**src/rtl/bwp_pkg.sv**
```systemverilog
package bwp_pkg;

  // configuration register select codes
  localparam logic [2:0] SEL_A_ADDR = 3'd0;
  localparam logic [2:0] SEL_A_CTRL = 3'd1;
  localparam logic [2:0] SEL_A_VAL  = 3'd2;
  localparam logic [2:0] SEL_A_MASK = 3'd3;
  localparam logic [2:0] SEL_B_ADDR = 3'd4;
  localparam logic [2:0] SEL_B_CTRL = 3'd5;

  // comparator A control word, enable in bit 0
  typedef struct packed {
    logic master;
    logic invert;
    logic dir_rd;
    logic dir_chk;
    logic en;
  } a_ctrl_t;

  // comparator B control word, enable in bit 0
  typedef struct packed {
    logic master;
    logic size_byte;
    logic size_chk;
    logic dir_rd;
    logic dir_chk;
    logic en;
  } b_ctrl_t;

  localparam int A_CTRL_W = $bits(a_ctrl_t);
  localparam int B_CTRL_W = $bits(b_ctrl_t);

endpackage

```
**src/rtl/bwp_cfg.sv**
```systemverilog
module bwp_cfg
  import bwp_pkg::*;
#(
  parameter int ADDR_W = 16,
  parameter int DATA_W = 16
) (
  input  logic              clk,
  input  logic              rst_n,
  input  logic              cfg_we,
  input  logic [2:0]        cfg_sel,
  input  logic [DATA_W-1:0] cfg_wdata,
  output logic [ADDR_W-1:0] a_addr,
  output a_ctrl_t           a_ctrl,
  output logic [DATA_W-1:0] a_val,
  output logic [DATA_W-1:0] a_mask,
  output logic [ADDR_W-1:0] b_addr,
  output b_ctrl_t           b_ctrl
);

  logic [ADDR_W-1:0] a_addr_nxt, b_addr_nxt;
  a_ctrl_t           a_ctrl_nxt;
  b_ctrl_t           b_ctrl_nxt;
  logic [DATA_W-1:0] a_val_nxt, a_mask_nxt;

  always_comb begin
    a_addr_nxt = a_addr;
    a_ctrl_nxt = a_ctrl;
    a_val_nxt  = a_val;
    a_mask_nxt = a_mask;
    b_addr_nxt = b_addr;
    b_ctrl_nxt = b_ctrl;
    if (cfg_we) begin
      case (cfg_sel)
        SEL_A_ADDR: a_addr_nxt = ADDR_W'(cfg_wdata);
        SEL_A_CTRL: a_ctrl_nxt = a_ctrl_t'(cfg_wdata[A_CTRL_W-1:0]);
        SEL_A_VAL:  a_val_nxt  = cfg_wdata;
        SEL_A_MASK: a_mask_nxt = cfg_wdata;
        SEL_B_ADDR: b_addr_nxt = ADDR_W'(cfg_wdata);
        SEL_B_CTRL: b_ctrl_nxt = b_ctrl_t'(cfg_wdata[B_CTRL_W-1:0]);
        default: ;
      endcase
    end
  end

  always_ff @(posedge clk or negedge rst_n) begin
    if (!rst_n) begin
      a_addr <= '0;
      a_ctrl <= '0;
      a_val  <= '0;
      a_mask <= '0;
      b_addr <= '0;
      b_ctrl <= '0;
    end else begin
      a_addr <= a_addr_nxt;
      a_ctrl <= a_ctrl_nxt;
      a_val  <= a_val_nxt;
      a_mask <= a_mask_nxt;
      b_addr <= b_addr_nxt;
      b_ctrl <= b_ctrl_nxt;
    end
  end


  a_ctrl_write_chk: assert property (@(posedge clk) disable iff (!rst_n)
    (cfg_we && cfg_sel == SEL_A_CTRL) |=> a_ctrl == $past(cfg_wdata[A_CTRL_W-1:0]));


  b_addr_write_chk: assert property (@(posedge clk) disable iff (!rst_n)
    (cfg_we && cfg_sel == SEL_B_ADDR) |=> b_addr == $past(ADDR_W'(cfg_wdata)));

endmodule

```
**src/rtl/bwp_dataq.sv**
```systemverilog
module bwp_dataq #(
  parameter int DATA_W = 16
) (
  input  logic [DATA_W-1:0] cfg_val,
  input  logic [DATA_W-1:0] cfg_mask,
  input  logic              invert,
  input  logic [DATA_W-1:0] bus_data,
  output logic              data_ok
);

  logic [DATA_W-1:0] diff_bits;
  logic              any_diff;

  always_comb begin
    diff_bits = (bus_data ^ cfg_val) & cfg_mask;
    any_diff  = |diff_bits;
    if (cfg_mask == '0) data_ok = 1'b1;
    else                data_ok = invert ? any_diff : !any_diff;
  end

endmodule

```
**src/rtl/bwp_point.sv**
```systemverilog
module bwp_point #(
  parameter int ADDR_W = 16
) (
  input  logic              en,
  input  logic [ADDR_W-1:0] cfg_addr,
  input  logic              dir_chk,
  input  logic              dir_rd,
  input  logic              cfg_master,
  input  logic              size_chk,
  input  logic              size_byte,
  input  logic              data_ok,
  input  logic [ADDR_W-1:0] bus_addr,
  input  logic              bus_read,
  input  logic              bus_byte,
  input  logic              bus_master,
  output logic              match
);

  logic addr_ok, dir_ok, size_ok, src_ok;

  always_comb begin
    addr_ok = (bus_addr == cfg_addr);
    dir_ok  = !dir_chk || (bus_read == dir_rd);
    size_ok = !size_chk || (bus_byte == size_byte);
    src_ok  = (bus_master == cfg_master);
    match   = en && addr_ok && dir_ok && size_ok && src_ok && data_ok;
  end

endmodule

```
**src/rtl/bwp_range.sv**
```systemverilog
module bwp_range #(
  parameter int ADDR_W = 16
) (
  input  logic [ADDR_W-1:0] lo_addr,
  input  logic [ADDR_W-1:0] hi_addr,
  input  logic              dir_chk,
  input  logic              dir_rd,
  input  logic              cfg_master,
  input  logic              data_ok,
  input  logic [ADDR_W-1:0] bus_addr,
  input  logic              bus_read,
  input  logic              bus_master,
  output logic              in_window
);

  logic above_lo, below_hi, dir_ok, src_ok;

  always_comb begin
    above_lo  = (bus_addr >= lo_addr);
    below_hi  = (bus_addr <= hi_addr);
    dir_ok    = !dir_chk || (bus_read == dir_rd);
    src_ok    = (bus_master == cfg_master);
    in_window = above_lo && below_hi && dir_ok && src_ok && data_ok;
  end

endmodule

```
**src/rtl/bus_watch_pair.sv**
```systemverilog
module bus_watch_pair
  import bwp_pkg::*;
#(
  parameter int ADDR_W      = 16,
  parameter int DATA_W      = 16,
  parameter int RST_STAGES  = 2
) (
  input  logic              clk,
  input  logic              rst_n,
  input  logic              cfg_we,
  input  logic [2:0]        cfg_sel,
  input  logic [DATA_W-1:0] cfg_wdata,
  input  logic              bus_valid,
  input  logic [ADDR_W-1:0] bus_addr,
  input  logic [DATA_W-1:0] bus_data,
  input  logic              bus_read,
  input  logic              bus_byte,
  input  logic              bus_master,
  output logic              hit_a,
  output logic              hit_b,
  output logic              hit_range
);

  localparam int HIT_N = 3;

  // reset: asserted asynchronously, released through a synchronizer
  logic [RST_STAGES-1:0] rst_pipe;
  logic                  rst_n_i;

  always_ff @(posedge clk or negedge rst_n) begin
    if (!rst_n) rst_pipe <= '0;
    else        rst_pipe <= {rst_pipe[RST_STAGES-2:0], 1'b1};
  end
  assign rst_n_i = rst_pipe[RST_STAGES-1];

  logic [ADDR_W-1:0] a_addr, b_addr;
  a_ctrl_t           a_ctrl;
  b_ctrl_t           b_ctrl;
  logic [DATA_W-1:0] a_val, a_mask;

  bwp_cfg #(.ADDR_W(ADDR_W), .DATA_W(DATA_W)) u_cfg (
    .clk       (clk),
    .rst_n     (rst_n_i),
    .cfg_we    (cfg_we),
    .cfg_sel   (cfg_sel),
    .cfg_wdata (cfg_wdata),
    .a_addr    (a_addr),
    .a_ctrl    (a_ctrl),
    .a_val     (a_val),
    .a_mask    (a_mask),
    .b_addr    (b_addr),
    .b_ctrl    (b_ctrl)
  );

  logic data_ok;

  bwp_dataq #(.DATA_W(DATA_W)) u_dataq (
    .cfg_val  (a_val),
    .cfg_mask (a_mask),
    .invert   (a_ctrl.invert),
    .bus_data (bus_data),
    .data_ok  (data_ok)
  );

  logic a_match, b_match, w_match;

  bwp_point #(.ADDR_W(ADDR_W)) u_point_a (
    .en         (a_ctrl.en),
    .cfg_addr   (a_addr),
    .dir_chk    (a_ctrl.dir_chk),
    .dir_rd     (a_ctrl.dir_rd),
    .cfg_master (a_ctrl.master),
    .size_chk   (1'b0),
    .size_byte  (1'b0),
    .data_ok    (data_ok),
    .bus_addr   (bus_addr),
    .bus_read   (bus_read),
    .bus_byte   (bus_byte),
    .bus_master (bus_master),
    .match      (a_match)
  );

  bwp_point #(.ADDR_W(ADDR_W)) u_point_b (
    .en         (b_ctrl.en),
    .cfg_addr   (b_addr),
    .dir_chk    (b_ctrl.dir_chk),
    .dir_rd     (b_ctrl.dir_rd),
    .cfg_master (b_ctrl.master),
    .size_chk   (b_ctrl.size_chk),
    .size_byte  (b_ctrl.size_byte),
    .data_ok    (1'b1),
    .bus_addr   (bus_addr),
    .bus_read   (bus_read),
    .bus_byte   (bus_byte),
    .bus_master (bus_master),
    .match      (b_match)
  );

  bwp_range #(.ADDR_W(ADDR_W)) u_range (
    .lo_addr    (a_addr),
    .hi_addr    (b_addr),
    .dir_chk    (a_ctrl.dir_chk),
    .dir_rd     (a_ctrl.dir_rd),
    .cfg_master (a_ctrl.master),
    .data_ok    (data_ok),
    .bus_addr   (bus_addr),
    .bus_read   (bus_read),
    .bus_master (bus_master),
    .in_window  (w_match)
  );

  // mode decode and next-state of the match pulses
  logic             window_mode;
  logic [HIT_N-1:0] hit_nxt, hit_q;

  always_comb begin
    window_mode = a_ctrl.en && b_ctrl.en;
    hit_nxt[0]  = bus_valid && !window_mode && a_match;
    hit_nxt[1]  = bus_valid && !window_mode && b_match;
    hit_nxt[2]  = bus_valid &&  window_mode && w_match;
  end

  for (genvar g = 0; g < HIT_N; g++) begin : g_hit
    always_ff @(posedge clk or negedge rst_n_i) begin
      if (!rst_n_i) hit_q[g] <= 1'b0;
      else          hit_q[g] <= hit_nxt[g];
    end
  end

  assign hit_a     = hit_q[0];
  assign hit_b     = hit_q[1];
  assign hit_range = hit_q[2];


  a_needs_valid_chk: assert property (@(posedge clk) disable iff (!rst_n_i)
    hit_a |-> $past(bus_valid));


  range_needs_valid_chk: assert property (@(posedge clk) disable iff (!rst_n_i)
    hit_range |-> $past(bus_valid));


  a_needs_enable_chk: assert property (@(posedge clk) disable iff (!rst_n_i)
    hit_a |-> $past(a_ctrl.en));


  window_exclusive_chk: assert property (@(posedge clk) disable iff (!rst_n_i)
    hit_range |-> (!hit_a && !hit_b));


  window_bounds_chk: assert property (@(posedge clk) disable iff (!rst_n_i)
    hit_range |-> (($past(bus_addr) >= $past(a_addr)) && ($past(bus_addr) <= $past(b_addr))));


  b_size_chk: assert property (@(posedge clk) disable iff (!rst_n_i)
    (hit_b && $past(b_ctrl.size_chk)) |-> ($past(bus_byte) == $past(b_ctrl.size_byte)));


  a_addr_exact_chk: assert property (@(posedge clk) disable iff (!rst_n_i)
    hit_a |-> ($past(bus_addr) == $past(a_addr)));

endmodule

```
**config.mk**
```make
export PLATFORM = sky130hd
export DESIGN_NAME = bus_watch_pair
export DESIGN_NICKNAME = d
export VERILOG_FILES = /design/src/rtl/bwp_pkg.sv /design/src/rtl/bwp_cfg.sv /design/src/rtl/bwp_dataq.sv /design/src/rtl/bwp_point.sv /design/src/rtl/bwp_range.sv /design/src/rtl/bus_watch_pair.sv
export SDC_FILE = /design/constraint.sdc
export NUM_CORES = 1
export LEC_CHECK = 0
export CORE_MARGIN = 4
export CORE_UTILIZATION = 50
export CTS_CLUSTER_SIZE = 20
export DETAILED_ROUTE_END_ITERATION = 10
export DONT_BUFFER_PORTS = 1
export PLACE_DENSITY = 0.73
export SKIP_LAST_GASP = 1
export SLEW_MARGIN = 30
export SYNTH_ARGS = -nofsm -noshare
export SYNTH_HDL_FRONTEND = slang
export SYNTH_HIERARCHICAL = 1
export SYNTH_SLANG_ARGS = --single-unit
```
**constraint.sdc**
```tcl
create_clock -name clk -period 7.6 [get_ports clk]
set_input_delay 1.52 -clock clk [delete_from_list [all_inputs] [get_ports clk]]
set_output_delay 1.52 -clock clk [all_outputs]
set_load 0.01 [all_outputs]
```
==> run summary <==
status -> finished, final reports clean
cts repair resizes -> 0
hold buffers post-CTS -> 0
DP HPWL -> 7807 um
total power -> 1.226 mW
slowest library cell on the worst path -> or3_1
most instantiated cells after synthesis -> 80 x dfrtp_1, 74 x mux2_2, 53 x xor2_1
post-CTS setup buffer count -> 0
area grow syn2layout -> 7.182%
Filler Cells Inserted -> 730
CTS buffer count -> 9
share of cells above drive strength 1 -> 0.2648
asr flop ratio synth -> 1.000
Post-Syn Instances -> 376
worst vdd ir -> 0.1271 mV
Maximum Capacitance Violations -> 0
Via Count -> 2867
Ant. Diodes -> 0
setup_tns -> 0 ns
sw frac -> 0.3121
core area -> 0.008806 mm2
I/O pin cnt -> 61
Flop pwr share -> 0.483
Clock Power Share -> 0.271
Cell Int Power -> 843.6 uW
worst stage delay on the critical path -> 0.36 ns
Post-synth EDFFs -> 0
critical path class -> input port to flip-flop
PwrDens -> 250.7 mW/mm2
Psw -> 382.8 uW
Root Driver -> clkbuf_8
gp weighted congestion -> 0.8541
Synth area leader -> dfrtp_1
Worst-Margin Slew -> 0.7824 ns
Final #Nets -> 474
placed cells -> 481
gr usage total -> 0.1896
Seq/Total Area, Yosys -> 0.4386
CTS clk-pin slew, worst paths -> 0.09 ns
clk_skew -> 0.01365 ns
top-area cell type share of the netlist area -> 0.4386
Initial Util -> 0.5183
number of remaining DRC errors -> 0
fin crit share -> 0.3589
# setup viols final -> 0
Clock Path Buffers -> 2
Die Wd -> 103.5 um
count leader, synth -> dfrtp_1
kind of end point of the critical path -> flip-flop
Post-Route WL -> 10050 um
First-pass DRT Iterations -> 4
Synth area leaders -> dfrtp_1 44%, mux2_2 18%, xor2_1 10%
htree depth -> 3
FF+latch count, synth -> 80
insertion delay to the later sink of the worst-skew pair -> 0.35 ns
drt wl/cell -> 20.23 um
Slew Limit Fails -> 0
crit-path max FO -> 2
port bufs -> 0
FF-to-FF setup slack -> 5.62 ns
yosys warns -> 6
Mapped Avg Cell Area -> 12.14 um2
initial antenna violation count -> 0
first-pass GRT wire length -> 15900 um
WP data arrival -> 3.01 ns
drt initial violations -> 138
Final ANT Viol Nets -> 0
CTS Sinks -> 80
drt via density -> 5.769
relative slew slack -> 0.4784
largest net degree at the start of global routing -> 53
Achievable Freq -> 0.3666 GHz
Min-Delay Path Class -> flip-flop to async pin
Cell Count, Final, Fillers Out -> 497
unrepaired setup endpoints after global routing -> no
num rows -> 34
Worst Path Required -> 7.89 ns
Fin. Hold Viols -> 0
Cell Area, Synth -> 0.004564 mm2
Leakage -> 2.218 nW
Die ar. -> 0.01072 mm2
Comb power frac -> 0.246
ys flop type -> dfrtp_1
most frequent cell on the critical path -> nand3_1
TritonCTS clock tree -> yes
Die H -> 103.5 um
GR Overflow Total -> 0
post-layout min period -> 2.728 ns
CP Launch Type -> input port
cells along the critical path -> xor2_1 -> a22oi_1 -> nand4_1 -> or3_1 -> nand3_1 -> nand3_1 -> a211oi_2 -> nand2_1 -> nor2_1
Netlist cell types -> 37
vias in the first global route -> 2982
flip-flops by register name (all words and copies together), names as in the netlist:
name and flops:
u_cfg/a_addr 16, u_cfg/a_mask 16, u_cfg/a_val 16, u_cfg/b_addr 16, u_cfg/b_ctrl 6, u_cfg/a_ctrl 5, rst_pipe 2, hit_a 1
hit_b 1, hit_range 1
power groups by stage:
stage | Clock (mW) | Sequential [mW] | Combinational [mW]
6_report | 0.332 | 0.593 | 0.301
5_1_grt | 0.359 | 0.606 | 0.337
4_1_cts | 0.344 | 0.594 | 0.302
3_5_place_dp | 0 | 0.603 | 0.300
3_3_place_gp | 0 | 0.603 | 0.282
2_1_floorplan | 0 | 0.582 | 0.239
critical path: cells and delay by family:
family | cells | cell delay [ns]
AOI/OAI and AO/OA | 2 | 0.47
and+or+nand+nor | 6 | 0.89
xor gates and xnor gates | 1 | 0.12
layout by cell type, fill, tap and decap left out, types with 3 or more instances in the layout:
cell / count
a21oi_1: 11
mux2_2: 74
xor2_1: 53
conb_1: 4
dfrtp_1: 79
nand3_1: 6
clkbuf_8: 10
nand4_1: 10
a22oi_1: 8
xnor2_1: 3
nor4_1: 13
o21ai_0: 4
inv_1: 32
and4_1: 3
a211oi_2: 4
ha_1: 32
nand2_1: 11
worst paths after layout:
check / from / endpoint / depth (start not counted)
max: bus_data[9] / hit_range$_DFF_PN0_ / 9
min in group clk: rst_pipe[0]$_DFF_PN0_ / rst_pipe[1]$_DFF_PN0_ / 0
max in group asynchronous: rst_n / rst_pipe[1]$_DFF_PN0_ / 0
max reg2reg: u_cfg/a_val[9]$_DFFE_PN0P_ / hit_range$_DFF_PN0_ / 9
min: rst_pipe[1]$_DFF_PN0_ / u_cfg/a_val[0]$_DFFE_PN0P_ / 0
min reg2reg: rst_pipe[1]$_DFF_PN0_ / u_cfg/a_val[0]$_DFFE_PN0P_ / 0
kinds of logic after synthesis:
family | synth area share
other | 0.001645
AOI/OAI and AO/OA | 0.05236
adders and majority gates | 0.08772
DFF | 0.4386
muxes | 0.1850
xor gates and xnor gates | 0.1075
and+or+nand+nor | 0.08635
buffers and inverters | 0.04084
metrics by stage:
step           instance area, um2  setup WS (ns)  utilization  hold slack [ns]
6_report                     4892          4.872       0.5556           0.2642
5_1_grt                      4892          4.726       0.5556           0.2990
4_1_cts                      4892          4.862       0.5556           0.2830
3_5_place_dp                 4679          4.496       0.5314           0.2726
3_3_place_gp                 4652          4.535       0.5283           0.3386
2_1_floorplan                4572          4.698            -           0.3312
metal layers:
metal / share of wire / global-route usage / wire length (um)
met4: 0.013 / 0.05223 / 127
met5: 0 / 0 / 0
met1: 0.43 / 0.2482 / 4356
met2: 0.49 / 0.3121 / 4926
met3: 0.064 / 0.05100 / 643
area by class of cell:
cell class | instances | area, um2 | area share
repair buffers | 2 | 35.03 | 0.007161
well taps | 108 | 135.1 | 0.02762
clock inverters | 6 | 75.07 | 0.01535
inverters | 32 | 120.1 | 0.02455
flip-flops and latches | 80 | 2006 | 0.4100
clock buffers | 10 | 137.6 | 0.02813
multi-input cells | 259 | 2384 | 0.4872
Note: power is estimated with default switching activity, not from simulation.
